File: config.mk
export PLATFORM = sky130hd
export DESIGN_NAME = alu_cc_unit
export DESIGN_NICKNAME = d
export VERILOG_FILES = /design/src/rtl/alu_cc_pkg.sv /design/src/rtl/alu_core.sv /design/src/rtl/flag_reg.sv /design/src/rtl/cond_eval.sv /design/src/rtl/alu_cc_unit.sv
export SDC_FILE = /design/constraint.sdc
export NUM_CORES = 1
export LEC_CHECK = 0
export ABC_AREA = 1
export BUFFER_PORTS_ARGS = -buffer_cell sky130_fd_sc_hd__buf_2
export CORE_UTILIZATION = 31
export DETAILED_ROUTE_END_ITERATION = 8
export PLACE_DENSITY_LB_ADDON = 0.15
export RECOVER_POWER = 25
export SYNTH_ARGS = -nofsm -noshare
export SYNTH_HDL_FRONTEND = slang
export SYNTH_SLANG_ARGS = --single-unit
export TNS_END_PERCENT = 20
File: constraint.sdc
create_clock -name clk -period 5.5 [get_ports clk]
set_input_delay 0.55 -clock clk [delete_from_list [all_inputs] [get_ports clk]]
set_output_delay 0.55 -clock clk [all_outputs]
set_load 0.02 [all_outputs]
File: src/rtl/alu_cc_pkg.sv
package alu_cc_pkg;
  localparam int FN_W   = 2;
  localparam int COND_W = 3;

  typedef enum logic [FN_W-1:0] {
    FN_ADD = 2'd0,
    FN_SUB = 2'd1,
    FN_AND = 2'd2,
    FN_XOR = 2'd3
  } alu_fn_e;

  typedef enum logic [COND_W-1:0] {
    CC_ALWAYS = 3'd0,
    CC_LE     = 3'd1,
    CC_LT     = 3'd2,
    CC_EQ     = 3'd3,
    CC_NE     = 3'd4,
    CC_GE     = 3'd5,
    CC_GT     = 3'd6,
    CC_RSVD   = 3'd7
  } cc_code_e;

  typedef struct packed {
    logic zf;
    logic sf;
    logic of;
  } flags_t;

  localparam flags_t FLAGS_RST = '{zf: 1'b1, sf: 1'b0, of: 1'b0};
endpackage

File: src/rtl/alu_core.sv
module alu_core
  import alu_cc_pkg::*;
#(
  parameter int DATA_W = 32
) (
  input  alu_fn_e           fn,
  input  logic [DATA_W-1:0] a,
  input  logic [DATA_W-1:0] b,
  output logic [DATA_W-1:0] res,
  output flags_t            nxt_flags
);
  localparam int MSB = DATA_W - 1;

  logic [DATA_W-1:0] sum;
  logic [DATA_W-1:0] dif;
  logic              ovf;

  assign sum = b + a;
  assign dif = b - a;

  always_comb begin
    res = '0;
    ovf = 1'b0;
    case (fn)
      FN_ADD: begin
        res = sum;
        ovf = (a[MSB] == b[MSB]) && (sum[MSB] != b[MSB]);
      end
      FN_SUB: begin
        res = dif;
        ovf = (a[MSB] != b[MSB]) && (dif[MSB] != b[MSB]);
      end
      FN_AND: res = b & a;
      FN_XOR: res = b ^ a;
      default: res = '0;
    endcase
  end

  assign nxt_flags.zf = (res == '0);
  assign nxt_flags.sf = res[MSB];
  assign nxt_flags.of = ovf;
endmodule

File: src/rtl/flag_reg.sv
module flag_reg
  import alu_cc_pkg::*;
(
  input  logic   clk,
  input  logic   rst,
  input  logic   we,
  input  flags_t d,
  output flags_t q
);
  always_ff @(posedge clk) begin
    if (rst)     q <= FLAGS_RST;
    else if (we) q <= d;
  end
endmodule

File: src/rtl/cond_eval.sv
module cond_eval
  import alu_cc_pkg::*;
(
  input  cc_code_e code,
  input  flags_t   fl,
  output logic     take
);
  logic lt;
  assign lt = fl.sf ^ fl.of;

  always_comb begin
    case (code)
      CC_ALWAYS: take = 1'b1;
      CC_LE:     take = lt | fl.zf;
      CC_LT:     take = lt;
      CC_EQ:     take = fl.zf;
      CC_NE:     take = ~fl.zf;
      CC_GE:     take = ~lt;
      CC_GT:     take = ~lt & ~fl.zf;
      default:   take = 1'b0;
    endcase
  end
endmodule

File: src/rtl/alu_cc_unit.sv
module alu_cc_unit
  import alu_cc_pkg::*;
#(
  parameter int DATA_W = 32
) (
  input  logic              clk,
  input  logic              rst,
  input  logic [1:0]        op_fn,
  input  logic [DATA_W-1:0] opnd_a,
  input  logic [DATA_W-1:0] opnd_b,
  input  logic              flag_we,
  input  logic [2:0]        cond_fn,
  output logic [DATA_W-1:0] val_e,
  output logic              zf,
  output logic              sf,
  output logic              of,
  output logic              cnd
);
  logic [DATA_W-1:0] res_c;
  flags_t            nxt_flags;
  flags_t            flags_q;
  logic              take_c;

  alu_core #(.DATA_W(DATA_W)) u_core (
    .fn        (alu_fn_e'(op_fn)),
    .a         (opnd_a),
    .b         (opnd_b),
    .res       (res_c),
    .nxt_flags (nxt_flags)
  );

  flag_reg u_flags (
    .clk (clk),
    .rst (rst),
    .we  (flag_we),
    .d   (nxt_flags),
    .q   (flags_q)
  );

  cond_eval u_cond (
    .code (cc_code_e'(cond_fn)),
    .fl   (flags_q),
    .take (take_c)
  );

  always_ff @(posedge clk) begin
    if (rst) begin
      val_e <= '0;
      cnd   <= 1'b0;
    end else begin
      val_e <= res_c;
      cnd   <= take_c;
    end
  end

  assign zf = flags_q.zf;
  assign sf = flags_q.sf;
  assign of = flags_q.of;
endmodule

==> results of run 1 <==
-- placed cells by master, fill, tap and decap left out, types with 16 or more instances in the layout --
cell type and count:
buf_2 89, inv_1 237, nand4_1 16, nand3_1 132, dfxtp_1 36, nor2_1 131
nand2_2 18, o22ai_1 18, ha_1 64, a21oi_1 63, o21ai_0 41, clkbuf_1 18
nand2_1 379
-- synth_stat cells (all sizes together), types with 2 or more instances --
library cell,number
nand2,399
nand3b,2
a31oi,13
o21ai,46
a21oi,72
fa,2
nor3,14
a221oi,7
clkinv,5
nand3,137
inv,252
o22ai,18
buf,34
or2,2
dfxtp,36
nor2,148
nand4,16
xor2,3
o21bai,8
ha,64
clkbuf,5
-- power by group through the flow --
stage	clock network, mW	logic [mW]	registers [mW]
2_1_floorplan	0	0.502	0.332
3_3_place_gp	0	0.776	0.299
3_5_place_dp	0	0.771	0.299
4_1_cts	0.276	0.774	0.294
5_1_grt	0.289	0.869	0.297
6_report	0.270	0.783	0.294
-- worst max-delay path, cell delays in order --
cell,delay [ns]
buf_2,0.14
inv_1,0.12
nor2_2,0.56
clkinv_1,0.83
o22ai_1,0.37
inv_1,0.07
nand3_1,0.12
nor2_1,0.06
nand2_1,0.06
nor2_1,0.04
nand3_1,0.08
nor2_1,0.04
nand3_1,0.08
nor2_1,0.05
nand3_1,0.07
nand2_1,0.04
-- layer usage --
metal  part of all wire (%)  GRT usage (%)  up-vias
li1                       -              -     4184
met1                     51           37.2     3659
met2                     41           37.8      292
met3                    6.1           1.55       26
met4                    1.7           5.90        0
met5                      0              0        -
-- logic make-up after synthesis --
family	after synthesis
xor gates and xnor gates	3
AOI/OAI and AO/OA	166
adders and majority gates	66
and+or+nand+nor	720
DFF	36
buffers and inverters	296
-- path summary, 6_finish.rpt --
| kind | start | to | slack [ns] |
|---|---|---|---|
| max reg2reg | u_flags.q[1] | cnd | 4.51 |
| max | op_fn[1] | u_flags.q[2] | 2.38 |
| min | u_flags.q[0] | u_flags.q[0] | 0.49 |
| min reg2reg | u_flags.q[0] | u_flags.q[0] | 0.49 |
-- registers in the layout, indices dropped and copies added, names as in the netlist --
name,flops
val_e,32
cnd,1
u_flags.q,3
-- layout make-up --
cell class / instances / share of cell area, %
flip-flops and latches: 36 / 9.44
clock inverters: 3 / 0.246
inverters: 257 / 12.7
well taps: 280 / 4.59
clock buffers: 5 / 1.64
repair buffers: 108 / 6.82
multi-input cells: 955 / 64.6
==> metrics.cfg, run 1 <==
[status]
status = finished, final reports clean

[synth]
synth_top_family_by_area = simple AND/OR/NAND/NOR gates
synthesis.nets = 1425
muxShareOfSynthArea_pct = 0
async_flop_share_pct = 0
ys_types = 40
synthDominantCellAreaShare_pct = 20.8
netlist_area_um2 = 6850
synthTopCellsByArea = nand2_1 (21%), inv_1 (13%), ha_1 (12%), dfxtp_1 (11%), nand3_1 (9.6%)
yosysSeqAreaShare_pct = 10.5
synth.avg_cell_area_um2 = 5.32
synth-edff-count = 0
synth_largest_area_cell = nand2_1
synth-compound-area-share_pct = 14.0
synth_ff_type = dfxtp_1
synthAdderAreaFrac_pct = 12.3
synth_warnings = 0
synth_xor_area_share_pct = 0.384
synth_seq_cells = 36
syn-instance-count = 1287
yosys.area_share.simple_pct = 45.2

[cts]
cts_tree = done
cts_buffers = 5
clockRootBuffer = clkbuf_16
holdBufCountCts = 0
clock_path_buffers = 2
cts_resized = 0
cts-htree-levels = 2
cts_sinks = 36
post-cts-setup-buffers = 0
clkTransAtPathRegs_ns = 0.06
clk-insertion-delay-late_ns = 0.28

[detailed_routing]
initialDrtViolationCount = 608
drc_errors = 0
antenna_left = 0
vias = 8161
viasPerCell = 4.96
wl_um = 27700
wl_per_cell_um = 16.9
first_pass_iters = 7

[timing]
relSlewSlack_pct = 5.08
rsz0062_at_grt = no
hold_viol = 0
drv_slew = 0
skew_ns = 0.00304
fin_crit_ns = 3.12
max_freq_mhz = 321
fin_crit_sh_pct = 56.7
timing.final.ws_setup_ns = 2.38
finalSetupTns_ns = 0
worst_slew_pin_slew_ns = 1.42
hold_ws_ns = 0.494
setup_viol = 0

[power]
p_seq_share_pct = 21.8
p_int_uw = 684
p_total_mw = 1.35
swShare_pct = 49.2
powerDensity_nw_per_um2 = 176
p_leak_nw = 4.25
p_sw_uw = 663
vdd_drop_max_mv = 0.100
p_clk_share_pct = 20.0
pwr-share-comb_pct = 58.2

[worst_setup_path]
critical_path_class = in2reg
crit_fanout = 18
worst_setup_path_end_kind = flip-flop
startpoint_type = input port
reg2regPathDepth = 4
cp_data_required_time_ns = 5.67
arrival_ns = 3.29

[global_route]
grt_pass1_wl_um = 42200
grt_use_total_pct = 24.7
grt_antenna_before_repair = 0
grt-ovfl-total = 0
grt_pass1_vias = 7490
grt_max_degree = 39

[cells_and_area]
nFillCells = 2583
nets = 1501
regArea_um2 = 721
multiInputGateArea_um2 = 4930
syn_to_final_growth_pct = 11.5
finalNonFillerCells = 1644
design_area_um2 = 7630
drive_gt1_share_pct = 12.5
diodes = 0
fin_util_pct = 35.1

[floorplan]
die_area_um2 = 22700
num_rows = 54
pin_count = 108
die_h_um = 151
start_util_pct = 31.5
die_x_um = 151
core_area_um2 = 21800

[placement]
port_buffers = 107
dp_cells = 1636
dpl_cell_area_um2 = 7510
hpwlAfterDp_um = 23700
place_ws_ns = 2.19
place_congestion = 0.944

[job]
max-cap-violations = 0

[min_path]
hold_class = reg2reg
min_path_cells = 2

No activity file was read; power rests on OpenSTA's default activity.
==> run 2: changes to the inputs <==
==> constraint.sdc (replaced) <==
create_clock -name clk -period 2.9 [get_ports clk]
set_input_delay 0.29 -clock clk [delete_from_list [all_inputs] [get_ports clk]]
set_output_delay 0.29 -clock clk [all_outputs]
set_load 0.02 [all_outputs]
==> metrics.cfg, run 2 (same netlist as run 1, synthesis figures left out) <==
[power]
vdd_drop_max_mv = 0.191  ; +90%
p_leak_nw = 4.36  ; +2.7%
p_total_mw = 2.57  ; +91%
powerDensity_nw_per_um2 = 330  ; +87%

[cts]
holdBufCountCts = 0  ; unchanged
cts_buffers = 5  ; unchanged
clockRootBuffer = clkbuf_16
clock_path_buffers = 2  ; unchanged
clk-insertion-delay-late_ns = 0.28  ; about the same
cts-htree-levels = 2  ; unchanged
cts_tree = done
cts_sinks = 36  ; unchanged
clkTransAtPathRegs_ns = 0.05  ; about the same

[job]
max-cap-violations = 0  ; unchanged

[floorplan]
die_area_um2 = 22700  ; unchanged
num_rows = 54  ; unchanged
start_util_pct = 31.5  ; unchanged
die_x_um = 151  ; unchanged
pin_count = 108  ; unchanged
die_h_um = 151  ; unchanged
core_area_um2 = 21800  ; unchanged

[global_route]
grt_use_total_pct = 24.0  ; -0.73 points
grt_antenna_before_repair = 0  ; unchanged
grt_pass1_vias = 7542  ; +0.69%
grt_pass1_wl_um = 41300  ; -2.1%
grt_max_degree = 32  ; -18%
grt-ovfl-total = 0  ; unchanged

[worst_setup_path]
cp_data_required_time_ns = 3.12  ; -2.55 ns
arrival_ns = 2.83  ; -0.46 ns
startpoint_type = input port
critical_path_class = in2reg
crit_fanout = 10  ; -8
worst_setup_path_end_kind = flip-flop

[placement]
dp_cells = 1659  ; +1.4%
port_buffers = 107  ; unchanged
hpwlAfterDp_um = 23300  ; -1.7%
place_congestion = 0.967  ; +2.4%

[detailed_routing]
viasPerCell = 4.99  ; +0.42%
vias = 8310  ; +1.8%
drc_errors = 0  ; unchanged
first_pass_iters = 5  ; -2
wl_um = 26900  ; -2.9%
antenna_left = 0  ; unchanged
initialDrtViolationCount = 715  ; +18%
wl_per_cell_um = 16.2  ; -4.2%

[cells_and_area]
nets = 1524  ; +1.5%
final_cell_mix = nand2_1 (378), inv_1 (237), nand3_1 (132)
reg_top3 = val_e: 32 flops, u_flags.q: 3 flops, cnd: 1 flops
regMostFlops = val_e
diodes = 0  ; unchanged
finalNonFillerCells = 1667  ; +1.4%
drive_gt1_share_pct = 14.1  ; +1.6 points
largest_register_ffs = 32  ; unchanged
layout_commonest_cell = nand2_1
nFillCells = 2537  ; -1.8%
syn_to_final_growth_pct = 14.0

[timing]
relSlewSlack_pct = 49.1  ; +44 points
setup_viol = 0  ; unchanged
fin_crit_ns = 2.61
hold_ws_ns = 0.241  ; -0.253 ns
fin_crit_sh_pct = 89.9
max_freq_mhz = 383
finalSetupTns_ns = 0  ; unchanged
drv_slew = 0  ; unchanged
worst_slew_pin_slew_ns = 0.763  ; -0.661 ns
skew_ns = 0.00649  ; +0.00345 ns
hold_viol = 0  ; unchanged
rsz0062_at_grt = no

[min_path]
hold_class = in2reg

[status]
status = finished, final reports clean

==> run 2: final cells by class <==
cell class,count,area [um^2],area share [%]
Clock inverter,3,18.8,0.240
Timing Repair Buffer,131,694,8.90
Tap cell,280,350,4.49
Sequential cell,36,721,9.23
Clock buffer,5,125,1.60
Inverter,257,966,12.4
Multi-Input combinational cell,955,4930,63.2
==> run 2: worst paths after layout <==
path                              startpoint           end  slack (ns)  depth (start not counted)
worst min register to register  u_flags.q[0]  u_flags.q[0]        0.50                          2
worst max-delay path              opnd_a[23]  u_flags.q[2]        0.29                         17
worst min-delay path                 flag_we  u_flags.q[1]        0.24                          2
worst max register to register  u_flags.q[0]           cnd        1.91                          4
==> run 2: routing by layer <==
layer,wire [um],share of wire [%],global-route usage (%)
met1,13100,49,35.3
met2,11400,42,37.9
met3,1910,7.1,1.76
met4,533,2.0,5.25
met5,0,0,0
==> run 2: worst max-delay path, stage by stage <==
cell     delay [ns]
buf_2          0.09
inv_1          0.04
ha_1           0.55
nand2_1        0.17
nor2_1         0.16
inv_1          0.08
nor3_1         0.37
nand3_1        0.23
nand2_1        0.12
nand2_1        0.05
nand3_1        0.09
nand2_1        0.07
nand2_1        0.17
nand2_1        0.07
nor2_1         0.12
nand3_1        0.10
nand2_1        0.06
==> run 2: where the power goes <==
part / leakage (nW) / total, mW / switching [mW] / internal, mW
Combinational: 3.99 / 1.50 / 1.03 / 0.468
Clock: 0.0736 / 0.517 / 0.201 / 0.316
Sequential: 0.299 / 0.557 / 0.0141 / 0.543
==> run 2: stage by stage <==
| step | utilization, % | worst slack (ns) | area (um^2) |
|---|---|---|---|
| floorplan | - | 0.750 | 6850 |
| global placement | 35.3 | -0.116 | 7680 |
| detailed placement | 35.3 | -0.0431 | 7680 |
| CTS | 36.0 | 0.236 | 7820 |
| global route | 35.9 | 0.0467 | 7800 |
| finish | 35.9 | 0.292 | 7800 |
==> run 2: what timing repair did <==
action	CTS	global route
endpoints found under the hold margin	0	0
resized for setup	0	2
setup buffers	0	0
endpoints found under the setup margin	0	1
